File: src/rtl/sap_pkg.sv
package sap_pkg;
  localparam int SLOT_W  = 16;
  localparam int BIT_W   = $clog2(4 * SLOT_W);
  localparam int SLOT_IW = $clog2(SLOT_W);
  localparam logic [BIT_W-1:0] SLOT_B = BIT_W'(SLOT_W);

  typedef enum logic [1:0] {
    FMT_ENH   = 2'd0,
    FMT_LR    = 2'd1,
    FMT_PULSE = 2'd2,
    FMT_OFF   = 2'd3
  } sap_fmt_e;

  function automatic logic [BIT_W-1:0] last_bit(sap_fmt_e f);
    return (f == FMT_ENH) ? BIT_W'(4 * SLOT_W - 1) : BIT_W'(2 * SLOT_W - 1);
  endfunction

  function automatic logic [BIT_W-1:0] right_base(sap_fmt_e f);
    return (f == FMT_ENH) ? BIT_W'(2 * SLOT_W) : SLOT_B;
  endfunction

  function automatic logic in_slot(logic [BIT_W-1:0] b, logic [BIT_W-1:0] base);
    return (b >= base) && (b < base + SLOT_B);
  endfunction

  // narrow samples go to the top of the slot, zero below
  function automatic logic [SLOT_W-1:0] align_slot(logic [SLOT_W-1:0] x, logic [1:0] w);
    case (w)
      2'd1:    return {x[7:0], {(SLOT_W-8){1'b0}}};
      2'd2:    return {x[3:0], {(SLOT_W-4){1'b0}}};
      default: return x;
    endcase
  endfunction
endpackage

File: src/rtl/sap_clkgen.sv
module sap_clkgen
  import sap_pkg::*;
(
  input  logic             clk_i,
  input  logic             rst_ni,
  input  logic             en_i,
  input  sap_fmt_e         fmt_i,
  input  logic             tick_i,
  output logic             sclk_o,
  output logic             run_o,
  output logic [BIT_W-1:0] bit_o,
  output sap_fmt_e         fmt_o,
  output logic             frame_start_o,
  output logic             fall_o,
  output logic             fsync_o
);
  logic             sclk_q, run_q, active, wrap;
  logic [BIT_W-1:0] bit_q;
  sap_fmt_e         fmt_q;

  assign active = en_i && (fmt_i != FMT_OFF);
  assign wrap   = (bit_q == last_bit(fmt_q));

  always_ff @(posedge clk_i or negedge rst_ni) begin
    if (!rst_ni) begin
      sclk_q <= 1'b0;
      run_q  <= 1'b0;
      bit_q  <= last_bit(FMT_ENH);
      fmt_q  <= FMT_ENH;
    end else if (!active) begin
      if (tick_i) sclk_q <= 1'b0;  // drop only on a tick: no short high phase
      run_q <= 1'b0;
      bit_q <= last_bit(fmt_i);
      fmt_q <= fmt_i;
    end else if (tick_i) begin
      sclk_q <= !sclk_q;
      if (!sclk_q) begin
        run_q <= 1'b1;
        if (wrap) begin
          bit_q <= '0;
          fmt_q <= fmt_i;
        end else begin
          bit_q <= bit_q + 1'b1;
        end
      end
    end
  end

  assign sclk_o        = sclk_q;
  assign run_o         = run_q;
  assign bit_o         = bit_q;
  assign fmt_o         = fmt_q;
  assign frame_start_o = active && tick_i && !sclk_q && wrap;
  assign fall_o        = active && tick_i && sclk_q && run_q;
  assign fsync_o       = run_q && ((fmt_q == FMT_LR) ? (bit_q < SLOT_B) : wrap);

  assert_sclk_on_tick_R3: assert property (@(posedge clk_i) disable iff (!rst_ni)
    (sclk_q != $past(sclk_q)) |-> $past(tick_i));
endmodule

File: src/rtl/sap_tx.sv
module sap_tx
  import sap_pkg::*;
(
  input  logic              clk_i,
  input  logic              rst_ni,
  input  logic              frame_start_i,
  input  logic [1:0]        width_i,
  input  logic [SLOT_W-1:0] left_i,
  input  logic [SLOT_W-1:0] right_i,
  input  logic              run_i,
  input  logic [BIT_W-1:0]  bit_i,
  input  sap_fmt_e          fmt_i,
  output logic              sdout_o
);
  logic [SLOT_W-1:0]  left_q, right_q;
  logic [SLOT_IW-1:0] idx;

  always_ff @(posedge clk_i or negedge rst_ni) begin
    if (!rst_ni) begin
      left_q  <= '0;
      right_q <= '0;
    end else if (frame_start_i) begin
      left_q  <= align_slot(left_i, width_i);
      right_q <= align_slot(right_i, width_i);
    end
  end

  // slot bases are multiples of SLOT_W, so the low bits give the position in the slot
  assign idx = ~bit_i[SLOT_IW-1:0];

  always_comb begin
    sdout_o = 1'b0;
    if (run_i) begin
      if (in_slot(bit_i, '0))                     sdout_o = left_q[idx];
      else if (in_slot(bit_i, right_base(fmt_i))) sdout_o = right_q[idx];
    end
  end
endmodule

File: src/rtl/sap_rx.sv
module sap_rx
  import sap_pkg::*;
(
  input  logic              clk_i,
  input  logic              rst_ni,
  input  logic              fall_i,
  input  logic              sdin_i,
  input  logic [BIT_W-1:0]  bit_i,
  input  sap_fmt_e          fmt_i,
  output logic [SLOT_W-1:0] left_o,
  output logic [SLOT_W-1:0] right_o,
  output logic              valid_o
);
  logic [SLOT_W-1:0] lsh_q, rsh_q;
  logic              in_l, in_r, last_r;

  assign in_l   = in_slot(bit_i, '0);
  assign in_r   = in_slot(bit_i, right_base(fmt_i));
  assign last_r = in_r && (&bit_i[SLOT_IW-1:0]);

  always_ff @(posedge clk_i or negedge rst_ni) begin
    if (!rst_ni) begin
      lsh_q   <= '0;
      rsh_q   <= '0;
      left_o  <= '0;
      right_o <= '0;
      valid_o <= 1'b0;
    end else begin
      valid_o <= 1'b0;
      if (fall_i) begin
        if (in_l) lsh_q <= {lsh_q[SLOT_W-2:0], sdin_i};
        if (in_r) rsh_q <= {rsh_q[SLOT_W-2:0], sdin_i};
        if (last_r) begin
          left_o  <= lsh_q;
          right_o <= {rsh_q[SLOT_W-2:0], sdin_i};
          valid_o <= 1'b1;
        end
      end
    end
  end

  assert_valid_single_R9: assert property (@(posedge clk_i) disable iff (!rst_ni)
    valid_o |=> !valid_o);
endmodule

File: src/rtl/serial_audio_port.sv
module serial_audio_port
  import sap_pkg::*;
(
  input  logic              clk_i,
  input  logic              rst_ni,
  input  logic              port_en_i,
  input  logic [1:0]        fmt_i,
  input  logic [1:0]        cap_width_i,
  input  logic              bit_tick_i,
  input  logic [SLOT_W-1:0] cap_left_i,
  input  logic [SLOT_W-1:0] cap_right_i,
  input  logic              sdin_i,
  output logic              sclk_o,
  output logic              fsync_o,
  output logic              sdout_o,
  output logic [SLOT_W-1:0] pb_left_o,
  output logic [SLOT_W-1:0] pb_right_o,
  output logic              pb_valid_o
);
  logic             run, frame_start, fall;
  logic [BIT_W-1:0] bit_idx;
  sap_fmt_e         fmt_cur;

  sap_clkgen u_clkgen (
    .clk_i         (clk_i),
    .rst_ni        (rst_ni),
    .en_i          (port_en_i),
    .fmt_i         (sap_fmt_e'(fmt_i)),
    .tick_i        (bit_tick_i),
    .sclk_o        (sclk_o),
    .run_o         (run),
    .bit_o         (bit_idx),
    .fmt_o         (fmt_cur),
    .frame_start_o (frame_start),
    .fall_o        (fall),
    .fsync_o       (fsync_o)
  );

  sap_tx u_tx (
    .clk_i         (clk_i),
    .rst_ni        (rst_ni),
    .frame_start_i (frame_start),
    .width_i       (cap_width_i),
    .left_i        (cap_left_i),
    .right_i       (cap_right_i),
    .run_i         (run),
    .bit_i         (bit_idx),
    .fmt_i         (fmt_cur),
    .sdout_o       (sdout_o)
  );

  sap_rx u_rx (
    .clk_i   (clk_i),
    .rst_ni  (rst_ni),
    .fall_i  (fall),
    .sdin_i  (sdin_i),
    .bit_i   (bit_idx),
    .fmt_i   (fmt_cur),
    .left_o  (pb_left_o),
    .right_o (pb_right_o),
    .valid_o (pb_valid_o)
  );

  assert_idle_clock_low_R2: assert property (@(posedge clk_i) disable iff (!rst_ni)
    (!port_en_i && !sclk_o) |=> !sclk_o);

  assert_sdout_on_rise_R7: assert property (@(posedge clk_i) disable iff (!rst_ni)
    (run && $past(run) && (sdout_o != $past(sdout_o))) |-> (sclk_o && !$past(sclk_o)));

  assert_valid_while_low_R9: assert property (@(posedge clk_i) disable iff (!rst_ni)
    pb_valid_o |-> !sclk_o);
endmodule

File: config.mk
export PLATFORM = sky130hd
export DESIGN_NAME = serial_audio_port
export DESIGN_NICKNAME = d
export VERILOG_FILES = /design/src/rtl/sap_pkg.sv /design/src/rtl/sap_clkgen.sv /design/src/rtl/sap_tx.sv /design/src/rtl/sap_rx.sv /design/src/rtl/serial_audio_port.sv
export SDC_FILE = /design/constraint.sdc
export NUM_CORES = 1
export LEC_CHECK = 0
export BUFFER_PORTS_ARGS = -buffer_cell sky130_fd_sc_hd__buf_4
export CAP_MARGIN = 20
export CELL_PAD_IN_SITES_DETAIL_PLACEMENT = 1
export CELL_PAD_IN_SITES_GLOBAL_PLACEMENT = 1
export CORE_MARGIN = 1.5
export CORE_UTILIZATION = 40
export CTS_CLUSTER_DIAMETER = 50
export DETAILED_ROUTE_END_ITERATION = 6
export PLACE_DENSITY_LB_ADDON = 0.1
export SYNTH_ARGS = -nofsm -noshare
export SYNTH_HDL_FRONTEND = slang
export SYNTH_SLANG_ARGS = --single-unit
File: constraint.sdc
create_clock -name clk_i -period 3.22 [get_ports clk_i]
set_clock_uncertainty 0.05 [all_clocks]
set_input_delay 0.322 -clock clk_i [delete_from_list [all_inputs] [get_ports clk_i]]
set_output_delay 0.322 -clock clk_i [all_outputs]
set_load 0.05 [all_outputs]
======== Word level (Yosys, flattened, before mapping) ========
Index checks and enable logic that the tools add are counted.
storage, ports and cells
  register bits ........................... 106
  output and inout bits ................... 36
operators by class
  add/subtract/negate cells ............... 2
  magnitude comparators ................... 5
  equality and inequality tests ........... 8
  mux-type cells .......................... 29
  bitwise logic cells ..................... 1
  reduce and logical (&&, ||, !) cells .... 19
operators by type and width
  cell                                                                                  count
  16-bit one-hot mux with 2 select lines                                                2
  6-bit 2-to-1 mux                                                                      7
  1-bit 2-to-1 mux                                                                      14
  1-bit logical AND                                                                     10
  1-bit binary-select mux with 4-bit select                                             2
  2-bit 2-to-1 mux                                                                      4
  2-bit inequality test (second input constant)                                         4
  2-bit AND reduction                                                                   4
  6-bit by 1-bit adder with 6-bit output (second input constant)                        1
  6-bit by 5-bit adder with 6-bit output (second input constant)                        1
  6-bit == test                                                                         1
  6-bit by 1-bit greater-or-equal comparator with 1-bit output (second input constant)  1
  6-bit greater-or-equal comparator                                                     1
  6-bit by 5-bit less-than comparator with 1-bit output (second input constant)         1
  6-bit less-than comparator                                                            1
  4-bit by 5-bit less-than comparator with 1-bit output (second input constant)         1
  2-bit by 1-bit == test with 1-bit output (second input constant)                      2
  2-bit logical NOT                                                                     2
  4-bit inverter                                                                        1
  4-bit AND reduction                                                                   1
  3-bit AND reduction                                                                   1
  2-bit == test (second input constant)                                                 1
  1-bit logical NOT                                                                     1

======== Depth between registers and ports, before layout ========
  depth after elaboration ................. 8
  gate-level depth with buffers ........... 9

======== Hierarchy ========
From an unflattened synthesis, not the netlist that was laid out.
second synthesis, totals
  cells, all modules ...................... 410
  area, all modules ....................... 5067.4 sq um
by module, submodules not included
  module      instances  cells an instance  area each (sq um)  sequential area each (sq um)
  sap_rx      1          144                2641.3             1601.5
  sap_tx      1          207                1871.8             800.8
  sap_clkgen  1          59                 554.3              257.7

======== Worst setup path before layout ========
No wires, ideal clock.
  kind .................................... flip-flop to output port
  start ................................... register u_clkgen.bit_q[4], in the netlist u_clkgen.bit_o[4]
  end ..................................... output port sdout_o
  data arrival time ....................... 2.379 ns
  data required time ...................... 2.848 ns
  setup slack ............................. 0.469 ns
  stages on the path, launching flop included .. 8
  path through ............................ dfstp_2 -> clkbuf_1 -> inv_1 -> ha_1 -> nand2_1 -> o311ai_1 -> nand4_1 -> o211ai_1
on the way
  cells in the longest elaborated chain, start to end .. 5
  elaborated cells on any way between the ends .. 9
  classes of those cells .................. order compare (4); mux (3); reduce/logical (2)
ends and longest elaborated chain
  item                                                                             line                     text
  start: declaration                                                               sap_clkgen.sv:18         logic [BIT_W-1:0] bit_q;
  start signal: assignment                                                         sap_clkgen.sv:28         bit_q <= last_bit(FMT_ENH);
  start signal: assignment                                                         sap_clkgen.sv:33         bit_q <= last_bit(fmt_i);
  start signal: assignment                                                         sap_clkgen.sv:43         bit_q <= bit_q + 1'b1;
  6-bit greater-or-equal comparator or 6-bit less-than comparator (tied branches)  sap_pkg.sv:23            return (b >= base) && (b < base + SLOT_B);
  1-bit logical AND                                                                sap_pkg.sv:23
  1-bit 2-to-1 mux                                                                 sap_tx.sv:35             else if (in_slot(bit_i, right_base(fmt_i))) sdout_o = right_q[idx];
  1-bit 2-to-1 mux (*)                                                             sap_tx.sv:34             if (in_slot(bit_i, '0)) sdout_o = left_q[idx];
  1-bit 2-to-1 mux (*)                                                             sap_tx.sv:33             if (run_i) begin
  end: declaration                                                                 serial_audio_port.sv:15  output logic sdout_o,
Mark *: on every way between the ends. The rest lies on a longest branch, timed or not.

======== Worst setup path in the final report ========
Same ends and word-level chain as after synthesis.

==> key figures <==
Outcome
  – Outcome: complete, no violations

Clock tree
  – Clk slew on worst S/H paths: 0.07 ns
  – Clk Latency, worst-skew pair: 0.35 ns
  – Clk root buf: clkbuf_16
  – Cts repair resizes: 0
  – TritonCTS Buffers: 9
  – Hold_buf cts: 0
  – # Post-CTS Setup Buffers: 0
  – Clock sink count: 106
  – CTS H-Tree Depth: 3
  – Max clock buf depth: 2
  – CTS tree: built

Pwr
  – Maximum vdd drop: 0.000239 V
  – Leakage: 2.97 nW
  – PD cells: 584 mW/mm^2
  – Overall power: 0.00346 W

Timing
  – Worst relative slew slack: 35.5%
  – Hold Vio Cnt, Final: 0
  – Setup TNS after final layout: 0 ns
  – Final WS setup: 0.341 ns
  – RSZ-0062 raised after global routing: false
  – F_max: 347 MHz
  – Crit path time final: 2.88 ns
  – Max-slew violation count: 0
  – Fin crit share: 89.4%
  – Tightest Pin Transition: 0.968 ns
  – Finish-stage setup viols: 0

Critical path
  – Buf/Inv on CP: 2
  – Critical Path, Cell by Cell: inv_1, ha_1, nand2_1, o311ai_1, nand4_1, o211ai_1, buf_4
  – Worst r2r src: u_clkgen.bit_o[4]$_DFFE_PN1P_
  – Critical path data arrival time: 2.51 ns
  – CP max stage cell: dfstp_2
  – Slowest stage delay, CP: 0.60 ns
  – CP Launch Type: flop
  – Nature of the critical path endpoint: primary output
  – Worst Setup SP: u_clkgen.bit_o[4]$_DFFE_PN1P_
  – CP Max Fanout: 8
  – Largest delay contributor family on the critical path: compound AO/OA/AOI/OAI gates
  – WS Path Type: flop to primary output
  – Worst EP required: 2.85 ns

Floorplanning
  – Width of the die: 114 um
  – Starting Density: 40.9%
  – Core box area: 0.0120 sq mm
  – Die Ht: 114 um
  – FP Rows: 40
  – # IOs: 77
  – Die area: 0.0130 sq mm

Hold path
  – Hold Path Class: input port to asynchronous set/reset pin

Detailed routing
  – Residual DRC: 0
  – Vias per Instance: 5.20
  – WL final: 10.4 mm
  – DR iter-0 viols: 149
  – Routed Antenna Nets: 0
  – Vias: 3379
  – WL per Instance: 16.1 um
  – DRT Pass-1 Iters: 4

Synth
  – Post-synth EDFFs: 0
  – Synth async-reset ratio: 100%
  – Unique masters post-synth: 42
  – Synthesized cell area: 0.00491 sq mm
  – Syn nets: 477
  – Predominant post-synthesis flop cell: dfrtp_1
  – Synth top area share: 50.9%
  – Gate Count Post-Synth: 429
  – Sequential area share after synthesis: 54.2%
  – Register bit total from synthesis: 106
  – Synth area leader: dfrtp_1
  – Synth top area cells: dfrtp_1 (51%), mux2_2 (13%), nand2_1 (5.0%)
  – Syn Area/Cell: 11.5 sq um
  – Warnings, synthesis: 0

Placement
  – Port Buffers: 76
  – Placed Instances: 634
  – GPL Wtd Cong: 0.750
  – HPWL Detailed: 7.43 mm
  – Place WS: 0.655 ns

Final layout
  – Non-Filler Instances: 650
  – FF+latch area: 0.00266 sq mm
  – Diode count: 0
  – Multi-input gate area: 0.00209 sq mm
  – Nets: 546
  – Layout cell share with drive strength beyond 1: 36.6%
  – Area growth syn-to-layout: 20.6%
  – FILL cells: 1302

Global routing
  – First-pass GRT wire length: 17.8 mm
  – Vias in the first global route: 3613
  – Remaining Overflow, GRT: 0
  – Pin count of the biggest net entering global routing: 77
  – Antenna violations before repair: 0
  – GRT Total Usage: 17.4%

Run
  – Max Cap Viol: 0
==> sequential cells by signal (all words and copies together), names as in the netlist <==
signal and cells:
u_clkgen.sclk_o 1, u_rx.left_o 16, u_rx.right_o 16, u_rx.lsh_q 16, u_rx.valid_o 1, u_clkgen.run_o 1, u_rx.rsh_q 15, u_tx.left_q 16
u_clkgen.bit_o 6, u_tx.right_q 16, u_clkgen.fmt_o 2
==> routing by layer <==
layer	global-route usage [%]	wire length, um	part of all wire, %	vias to the layer above
li1	-	-	-	1641
met1	22.4	4940	47	1668
met2	29.4	5030	48	62
met3	3.83	354	3.4	8
met4	4.92	111	1.1	0
met5	0	0	0	-
==> cell usage in the layout, fill, tap and decap left out, types with 2 or more instances in the layout <==
master      count
a21oi_1        21
a22oi_1         8
a2bb2oi_1       3
and3_1          3
buf_4          85
bufinv_16       2
clkbuf_16       9
clkinvlp_4      3
dfrtp_1       100
dfstp_2         6
ha_1            7
inv_1           9
mux2_2         58
mux2_4         10
mux2i_1         5
mux4_2          4
nand2_1        65
nand2b_1        3
nand3_1         9
nand4_1         2
nor2_1         22
nor2b_1         4
o211ai_1        2
o21ai_0        41
o22ai_1         2
or2_2           2
==> Yosys cell counts, drive strengths merged, types with 2 or more instances <==
| library cell | n |
|---|---|
| a21oi | 21 |
| a22oi | 8 |
| a2bb2oi | 3 |
| and3 | 3 |
| buf | 7 |
| clkbuf | 20 |
| dfrtp | 100 |
| dfstp | 6 |
| ha | 7 |
| inv | 9 |
| mux2 | 68 |
| mux2i | 5 |
| mux4 | 4 |
| nand2 | 65 |
| nand2b | 3 |
| nand3 | 9 |
| nand4 | 3 |
| nor2 | 22 |
| nor2b | 4 |
| nor3 | 2 |
| o211ai | 2 |
| o21ai | 41 |
| o22ai | 2 |
| or2 | 2 |
==> cell type report <==
class                           instances  area share (%)
Clock buffer                           10            3.87
Tap cell                              147            3.11
Inverter                                9           0.570
Multi-Input combinational cell        287            35.2
Clock inverter                          6            1.54
Timing Repair Buffer                   85            10.8
Sequential cell                       106            44.9
==> metrics by stage <==
stage | instance area (sq um) | hold slack (ns) | util [%]
CTS | 5920 | 0.122 | 49.3
global route | 5920 | 0.153 | 49.3
floorplan | 4910 | -0.0236 | -
detailed placement | 5600 | 0.416 | 46.6
finish | 5920 | 0.0727 | 49.3
global placement | 5600 | 0.408 | 46.6
==> path summary, 6_finish.rpt <==
path	end	slack [ns]	cells after the start
min reg2reg	u_tx.left_q[2]$_DFFE_PN0P_	0.43	2
min	u_rx.right_o[12]$_DFFE_PN0P_	0.07	1
max reg2reg	u_rx.left_o[6]$_DFFE_PN0P_	0.68	7
max	sdout_o	0.34	7
max in group asynchronous	u_rx.left_o[5]$_DFFE_PN0P_	2.24	2
min in group clk_i	u_rx.rsh_q[0]$_DFFE_PN0P_	0.18	2
==> cell families after synthesis <==
group / Yosys count / synth area share [%]
flops: 106 / 54.2
compound gates: 84 / 10.1
simple gates: 118 / 11.2
xor+xnor: 1 / 0.178
buf+inv: 36 / 3.39
mux: 77 / 19.2
fa+ha+maj: 7 / 1.78
==> report_power, final <==
| part | internal [W] | leakage (nW) | switching [W] |
|---|---|---|---|
| Sequential | 0.00154 | 1.43 | 0.000153 |
| Combinational | 0.000272 | 1.40 | 0.000307 |
| Clock | 0.000685 | 0.145 | 0.000499 |
No activity file was read; power rests on OpenSTA's default activity.
